<file path="src/rtl/sar_rd_pkg.sv">
package sar_rd_pkg;
  typedef enum logic [2:0] {
    S_IDLE  = 3'd0,
    S_START = 3'd1,
    S_WAIT  = 3'd2,
    S_RD_HI = 3'd3,
    S_RD_LO = 3'd4,
    S_LATCH = 3'd5
  } rd_state_e;
endpackage

</file>
<file path="src/rtl/sar_rd_seq.sv">
module sar_rd_seq
  import sar_rd_pkg::*;
#(
  parameter int SETTLE_CYC = 1
) (
  input  logic      clk_i,
  input  logic      rst_ni,
  input  logic      start_i,
  input  logic      busy_i,
  output rd_state_e state_o,
  output logic      cap_hi_o,
  output logic      cap_lo_o,
  output logic      latch_o
);
  localparam int CNT_W = $clog2(SETTLE_CYC + 2);
  localparam logic [CNT_W-1:0] CNT_LAST = CNT_W'(SETTLE_CYC);

  rd_state_e state_q, state_d;
  logic [CNT_W-1:0] cnt_q;
  logic phase_done;

  assign phase_done = (cnt_q == CNT_LAST);

  always_comb begin
    state_d = state_q;
    unique case (state_q)
      S_IDLE:  if (start_i) state_d = S_START;
      S_START: state_d = S_WAIT;
      S_WAIT:  if (!busy_i) state_d = S_RD_HI;
      S_RD_HI: if (phase_done) state_d = S_RD_LO;
      S_RD_LO: if (phase_done) state_d = S_LATCH;
      S_LATCH: state_d = S_IDLE;
      default: state_d = S_IDLE;
    endcase
  end

  always_ff @(posedge clk_i or negedge rst_ni) begin
    if (!rst_ni) begin
      state_q <= S_IDLE;
      cnt_q   <= '0;
    end else begin
      state_q <= state_d;
      if (state_d != state_q) cnt_q <= '0;
      else if (state_q == S_RD_HI || state_q == S_RD_LO) cnt_q <= cnt_q + 1'b1;
    end
  end

  assign state_o  = state_q;
  assign cap_hi_o = (state_q == S_RD_HI) && phase_done;
  assign cap_lo_o = (state_q == S_RD_LO) && phase_done;
  assign latch_o  = (state_q == S_LATCH);

  // command lasts one clock and is entered only from idle
  p_start_one_r2: assert property (@(posedge clk_i) disable iff (!rst_ni)
    (state_q == S_START) |=> (state_q == S_WAIT));
  p_start_from_idle_r2: assert property (@(posedge clk_i) disable iff (!rst_ni)
    (state_q == S_START) |-> ($past(state_q) == S_IDLE));
  // busy holds the wait state
  p_hold_busy_r4: assert property (@(posedge clk_i) disable iff (!rst_ni)
    (state_q == S_WAIT && busy_i) |=> (state_q == S_WAIT));
  // capture only after a full settle clock in the same read phase
  p_settle_hi_r5: assert property (@(posedge clk_i) disable iff (!rst_ni)
    cap_hi_o |-> ($past(state_q) == S_RD_HI));
  // low read follows the high read
  p_order_r6: assert property (@(posedge clk_i) disable iff (!rst_ni)
    cap_hi_o |=> (state_q == S_RD_LO));
endmodule

</file>
<file path="src/rtl/sar_rd_capture.sv">
module sar_rd_capture #(
  parameter int BUS_W    = 8,
  parameter int SAMPLE_W = 12
) (
  input  logic                clk_i,
  input  logic                rst_ni,
  input  logic                cap_hi_i,
  input  logic                cap_lo_i,
  input  logic                latch_i,
  input  logic [BUS_W-1:0]    data_i,
  output logic [SAMPLE_W-1:0] sample_o,
  output logic                valid_o
);
  localparam int LO_W = SAMPLE_W - BUS_W;

  logic [BUS_W-1:0] hi_q;
  logic [LO_W-1:0]  lo_q;

  always_ff @(posedge clk_i or negedge rst_ni) begin
    if (!rst_ni) begin
      hi_q     <= '0;
      lo_q     <= '0;
      sample_o <= '0;
      valid_o  <= 1'b0;
    end else begin
      if (cap_hi_i) hi_q <= data_i;
      if (cap_lo_i) lo_q <= data_i[BUS_W-1 -: LO_W];
      valid_o <= latch_i;
      if (latch_i) sample_o <= {hi_q, lo_q};
    end
  end

  // strobe is a single clock
  p_valid_pulse_r7: assert property (@(posedge clk_i) disable iff (!rst_ni)
    valid_o |=> !valid_o);
  // sample held between strobes
  p_sample_stable_r8: assert property (@(posedge clk_i) disable iff (!rst_ni)
    !valid_o |-> $stable(sample_o));
endmodule

</file>
<file path="src/rtl/sar_byte_reader.sv">
module sar_byte_reader
  import sar_rd_pkg::*;
#(
  parameter int BUS_W      = 8,
  parameter int SAMPLE_W   = 12,
  parameter int SETTLE_CYC = 1
) (
  input  logic                clk_i,
  input  logic                rst_ni,
  input  logic                start_i,
  input  logic                busy_i,
  input  logic [BUS_W-1:0]    data_i,
  output logic                conv_en_o,
  output logic                chip_sel_n_o,
  output logic                rd_conv_o,
  output logic                fmt_byte_n_o,
  output logic                byte_sel_o,
  output logic [SAMPLE_W-1:0] sample_o,
  output logic                valid_o
);
  rd_state_e state;
  logic cap_hi, cap_lo, latch;

  sar_rd_seq #(.SETTLE_CYC(SETTLE_CYC)) u_seq (
    .clk_i    (clk_i),
    .rst_ni   (rst_ni),
    .start_i  (start_i),
    .busy_i   (busy_i),
    .state_o  (state),
    .cap_hi_o (cap_hi),
    .cap_lo_o (cap_lo),
    .latch_o  (latch)
  );

  sar_rd_capture #(.BUS_W(BUS_W), .SAMPLE_W(SAMPLE_W)) u_cap (
    .clk_i    (clk_i),
    .rst_ni   (rst_ni),
    .cap_hi_i (cap_hi),
    .cap_lo_i (cap_lo),
    .latch_i  (latch),
    .data_i   (data_i),
    .sample_o (sample_o),
    .valid_o  (valid_o)
  );

  // Pin decode; converter is deselected except in command and read phases
  always_comb begin
    conv_en_o    = 1'b1;
    fmt_byte_n_o = 1'b0;
    chip_sel_n_o = 1'b1;
    rd_conv_o    = 1'b1;
    byte_sel_o   = 1'b0;
    unique case (state)
      S_START: begin chip_sel_n_o = 1'b0; rd_conv_o = 1'b0; end
      S_RD_HI: chip_sel_n_o = 1'b0;
      S_RD_LO: begin chip_sel_n_o = 1'b0; byte_sel_o = 1'b1; end
      S_LATCH: byte_sel_o = 1'b1;
      default: ;
    endcase
  end

  // never issue a short-conversion command
  p_no_short_conv_r3: assert property (@(posedge clk_i) disable iff (!rst_ni)
    !(!chip_sel_n_o && !rd_conv_o && byte_sel_o));
  // no read while converter is busy
  p_no_read_busy_r4: assert property (@(posedge clk_i) disable iff (!rst_ni)
    (!chip_sel_n_o && rd_conv_o) |-> !busy_i);
endmodule

</file>
<file path="config.mk">
export PLATFORM = sky130hd
export DESIGN_NAME = sar_byte_reader
export DESIGN_NICKNAME = d
export VERILOG_FILES = /design/src/rtl/sar_rd_pkg.sv /design/src/rtl/sar_rd_seq.sv /design/src/rtl/sar_rd_capture.sv /design/src/rtl/sar_byte_reader.sv
export SDC_FILE = /design/constraint.sdc
export NUM_CORES = 1
export LEC_CHECK = 0
export ABC_AREA = 1
export ABC_CLOCK_PERIOD_IN_PS = 2120
export CAP_MARGIN = 5
export CORE_MARGIN = 2
export CORE_UTILIZATION = 43
export DETAILED_ROUTE_END_ITERATION = 10
export GPL_ROUTABILITY_DRIVEN = 1
export GPL_TIMING_DRIVEN = 0
export PLACE_DENSITY = 0.7
export REMOVE_ABC_BUFFERS = 1
export SLEW_MARGIN = 40
export SYNTH_ARGS = -nofsm -noshare
export SYNTH_HDL_FRONTEND = slang
export SYNTH_SLANG_ARGS = --single-unit
</file>
<file path="constraint.sdc">
create_clock -name clk_i -period 2.12 [get_ports clk_i]
set_input_delay 0.318 -clock clk_i [delete_from_list [all_inputs] [get_ports clk_i]]
set_output_delay 0.318 -clock clk_i [all_outputs]
set_load 0.01 [all_outputs]
</file>
# After elaboration in Yosys (flattened, before gate mapping)
# Cells that the tools add are included.
[word_totals]
reg_bits = 30
in_bits = 12
out_inout_bits = 18
elab_cells = 31
[op_classes]
add_sub_neg = 1
n_eq_ne = 7
mux = 10
n_reduce_logical = 7
[ops]
columns = ["cell", "n"]
rows = [
  ["one-hot mux 3 bit (5 select lines)", 1],
  ["two-way mux 3 bit", 4],
  ["equality test 3 x 2 -> 1 bit, second input constant", 2],
  ["equality test 3 bit, second input constant", 2],
  ["two-way mux 2 bit", 2],
  ["equality test 3 x 1 -> 1 bit, second input constant", 1],
  ["zero test 3 bit", 1],
  ["two-way mux 1 bit", 3],
  ["inequality test 3 bit", 1],
  ["OR reduction 3 bit", 1],
  ["adder 2 x 1 -> 2 bit, second input constant", 1],
  ["equality test 2 x 1 -> 1 bit, second input constant", 1],
  ["logical AND 1 bit", 2],
  ["nonzero test 2 bit", 1],
  ["OR reduction 2 bit", 1],
  ["logical OR 1 bit", 1],
]

# Depth between registers and ports, before layout
[logic_depth]
ltp_word = 5
depth_mapped = 10
depth_no_buf = 10

# Modules after synthesis
# From an unflattened synthesis, not the netlist that was laid out.
[unflattened]
hier_cells = 158
area_unflattened_um2 = 1332.5
[by_module_without_submodules]
columns = ["module", "n_inst", "cells_each", "area_per_inst_um2", "seq_area_each_um2"]
rows = [
  ["sar_rd_capture", 1, 103, 930.9, 625.6],
  ["sar_rd_seq", 1, 43, 347.8, 125.1],
  ["sar_byte_reader", 1, 12, 53.8, 0.0],
]

# Worst setup path before layout
# OpenSTA, ideal clock, no wires.
[synth_timing]
path_kind = "register to output"
start = "register u_seq.state_q[2], in the netlist u_seq.state_o[2]"
end = "output port byte_sel_o"
t_arrival_ps = 984
t_required_ps = 1802
setup_slack_ps = 818
stages_incl_launch_ff = 6
path_buffers = 1
cell_sequence = "dfrtp_1 inv_2 nor3_2 inv_2 buf_6 nand2_1"
[synth_between]
elab_chain_cells = 3
word_cells_on_any_way = 4
cone_classes = "eq/ne (2); mux (1); reduce/logical (1)"
[synth_rtl]
columns = ["element", "line_no", "text"]
rows = [
  ["start: declaration", "sar_rd_seq.sv:18", "rd_state_e state_q, state_d;"],
  ["start signal: assignment", "sar_rd_seq.sv:42", "state_q <= state_d;"],
  ["equality test 3 bit", "--", ""],
  ["named net latch", "sar_byte_reader.sv:22", "logic cap_hi, cap_lo, latch;"],
  ["OR reduction 2 bit (no line)", "--", ""],
  ["two-way mux 1 bit", "sar_byte_reader.sv:53", "unique case (state)"],
  ["end: declaration", "sar_byte_reader.sv:17", "output logic byte_sel_o,"],
]
# The timed path passes the listed nets, and every way through them passes these cells.

# Worst setup path in the final report
[layout_timing]
start = "register u_seq.state_q[2], in the netlist u_seq.state_o[2]"
end = "output port rd_conv_o"
[layout_between]
elab_chain_cells = 2
[layout_rtl]
columns = ["element", "line_no", "text"]
rows = [
  ["equality test 3 x 1 -> 1 bit", "sar_byte_reader.sv:53", ""],
  ["two-way mux 1 bit", "sar_byte_reader.sv:53", ""],
  ["end: declaration", "sar_byte_reader.sv:15", "output logic rd_conv_o,"],
]
# Every way passes these cells.

==> flow_metrics.py <==
metrics = {
    "outcome": {
        "status": "finished, final reports clean",
    },
    "routing": {
        "drc": 0,
        "wirelength_um": 2450,
        "routedWlPerCell_um": 11.4,
        "num_vias": 981,
        "firstDrtPassIters": 4,
        "drtAntennaViolNets": 0,
        "viasPerCell": 4.56,
        "drt_iter0_markers": 41,
    },
    "power_and_ir_drop": {
        "p_sw_frac": 0.368,
        "power_frac_clock": 0.155,
        "power.leakage_nw": 0.844,
        "seqPwrFrac": 0.409,
        "p_sw_w": 0.000841,
        "power_frac_comb": 0.435,
        "power.density_nw_per_um2": 1320,
        "ir_drop_mv": 0.568,
        "power_w": 0.00229,
        "p_int_w": 0.00145,
    },
    "timing": {
        "period_share": 0.922,
        "setup_viol": 0,
        "slew_headroom": 0.561,
        "slew_viol_final": 0,
        "finalHoldViolCount": 0,
        "rsz0062_at_grt": "false",
        "clock.fmax_mhz": 511,
        "setup_tns_ns": 0,
        "clock_skew_ns": 0.0159,
        "worst_pin_slew_ns": 0.659,
        "fin_crit_ns": 1.96,
    },
    "worst_setup_path": {
        "path_cells": "buf_4, nor3_2, inv_1, clkdlybuf4s50_1",
        "slowest_stage": "clkdlybuf4s50_1",
        "end_kind": "output pin",
        "cp.required_ns": 1.80,
        "path_buf_inv": 3,
        "cp.arrival_ns": 1.64,
        "cp_max_fo": 6,
        "worstSetupPathType": "reg2out",
        "start_kind": "flop",
        "reg2reg_depth": 5,
        "critPathTopFamily": "buffers and inverters",
        "timing.rr.end": "u_cap.hi_q[1]",
        "max_stage_delay_ns": 0.48,
        "r2r-start": "u_seq.state_o[2]",
        "r2r_slack_ns": 0.73,
    },
    "clocking": {
        "cts_root_buf": "clkbuf_4",
        "cts_tree": "done",
        "clk_path_buf_depth": 2,
        "cts_buffers": 5,
        "cts-htree-levels": 2,
        "clk_pin_slew_ns": 0.10,
        "clock_latency_ns": 0.34,
        "cts_sinks": 30,
    },
    "placed_design": {
        "placed_cells": 204,
        "place_congestion": 0.843,
        "port_buffers": 27,
        "dpl.hpwl_um": 1550,
    },
    "grt": {
        "grt_pass1_vias": 955,
        "grt_overflow_total": 0,
        "grtUsageTotal": 0.167,
        "antenna_found_initial": 0,
        "grt_pass1_wl_um": 4280,
        "grt_max_degree": 31,
    },
    "die": {
        "rows": 20,
        "dieArea_um2": 3600,
        "die-width_um": 60.0,
        "chipHeight_um": 60.0,
        "initial_core_util": 0.446,
        "core-area_um2": 3030,
        "io_pins": 30,
    },
    "yosys": {
        "yosysWarningCount": 0,
        "synth_area_per_cell_um2": 9.78,
        "synth_cell_types": 19,
        "syn_area_um2": 1350,
        "synth.yosys.seq_area_share": 0.556,
        "synth.area.top_cells": "dfrtp_1 (56%), o21ai_2 (8.4%), nand2_1 (6.4%)",
        "yosys_register_bits": 30,
        "netlist_instances": 138,
        "synth_top_area_frac": 0.556,
        "synth_area_leader_cell": "dfrtp_1",
    },
    "layout": {
        "area_growth_pct": 28.5,
        "fin_nets": 183,
        "diodes": 0,
        "fin_cells": 215,
        "post-route-util": 0.573,
        "drive_gt1_frac": 0.292,
        "final_cell_mix": "dfrtp_1 (28), clkdlybuf4s50_1 (24), nand2_1 (23)",
        "final_common_cell": "dfrtp_1",
    },
    "hold_path": {
        "min_path_type": "in2async",
    },
    "job": {
        "drv_cap": 0,
    },
}
==> worst register-to-register path: stages, from the launching register on <==
cell,delay (ns)
dfrtp_2,0.43
buf_4,0.16
nor2_2,0.13
nand2_2,0.28
nor2_1,0.22
a21oi_2,0.04
==> power by group through the flow <==
stage	clock network, W	logic [W]	registers (W)
finish	0.000355	0.000995	0.000936
global route	0.000396	0.00113	0.000964
CTS	0.000368	0.00101	0.000934
detailed placement	0	0.000971	0.000947
global placement	0	0.000947	0.000937
floorplan	0	0.000566	0.000976
==> registers in the layout, summed over array words and instances (netlist names) <==
register	cells
u_cap.hi_q	8
u_cap.sample_o	12
u_seq.state_o	3
u_seq.cnt_q	2
u_cap.lo_q	4
u_cap.valid_o	1
==> repair_timing <==
action	in CTS	in global routing
endpoints found under the setup margin	2	2
buffers inserted	2	0
gates cloned	1	0
resized for setup	6	3
hold buffers	0	0
pin swaps	1	0
==> metal layers <==
metal	track usage	part of all wire	routed length (µm)	vias up
li1	-	-	-	489
met1	0.216	0.45	1110	457
met2	0.247	0.46	1130	29
met5	0	0	0	-
met3	0.0693	0.067	164	6
met4	0.0667	0.019	46	0
==> worst max path at each step <==
| stage | from | end | slack, ns | cells past startpoint |
|---|---|---|---|---|
| detailed placement | u_seq.state_o[2] | byte_sel_o | 0.14 | 5 |
| finish | u_seq.state_o[2] | rd_conv_o | 0.16 | 4 |
| floorplan | u_seq.state_o[2] | byte_sel_o | 0.71 | 4 |
| global placement | u_seq.state_o[2] | byte_sel_o | 0.12 | 5 |
| CTS | u_seq.state_o[1] | chip_sel_n_o | -0.03 | 5 |
| global route | u_seq.state_o[2] | rd_conv_o | 0.05 | 4 |
==> Yosys cell counts, drive strengths merged <==
master,instances
buf,5
xnor2,1
inv,22
nor3,2
a21oi,8
o21ai,19
nand3b,1
nand3,3
conb,2
nand2,30
dfrtp,30
nor2,14
ha,1
==> through the flow <==
stage	hold WS, ns	cell area, µm²	worst slack (ns)
after floorplan	0.0224	1300	0.714
after global placement	0.463	1630	0.116
after detailed placement	0.390	1620	0.142
after CTS	0.0209	1720	-0.0341
after global routing	0.0412	1730	0.0508
final	0.000381	1730	0.164
==> cells by family after synthesis <==
logic type / count (synthesis) / synth area share
other cells: 2 / 0.00556
buf+inv: 27 / 0.0973
flops: 30 / 0.556
fa+ha+maj: 1 / 0.00927
simple gates: 50 / 0.167
xor+xnor: 1 / 0.00649
compound gates: 27 / 0.158
==> cell type report <==
| class | instances | area, µm² |
|---|---|---|
| clock buffer | 7 | 55.1 |
| tap | 44 | 55.1 |
| timing repair buffer | 29 | 282 |
| timing repair inverter | 1 | 6.26 |
| clock inverter | 1 | 5.00 |
| multi-input combinational | 81 | 482 |
| fill | 283 | 1290 |
| sequential | 30 | 753 |
| inverter | 22 | 96.3 |
(Power assumes the default switching activity.)
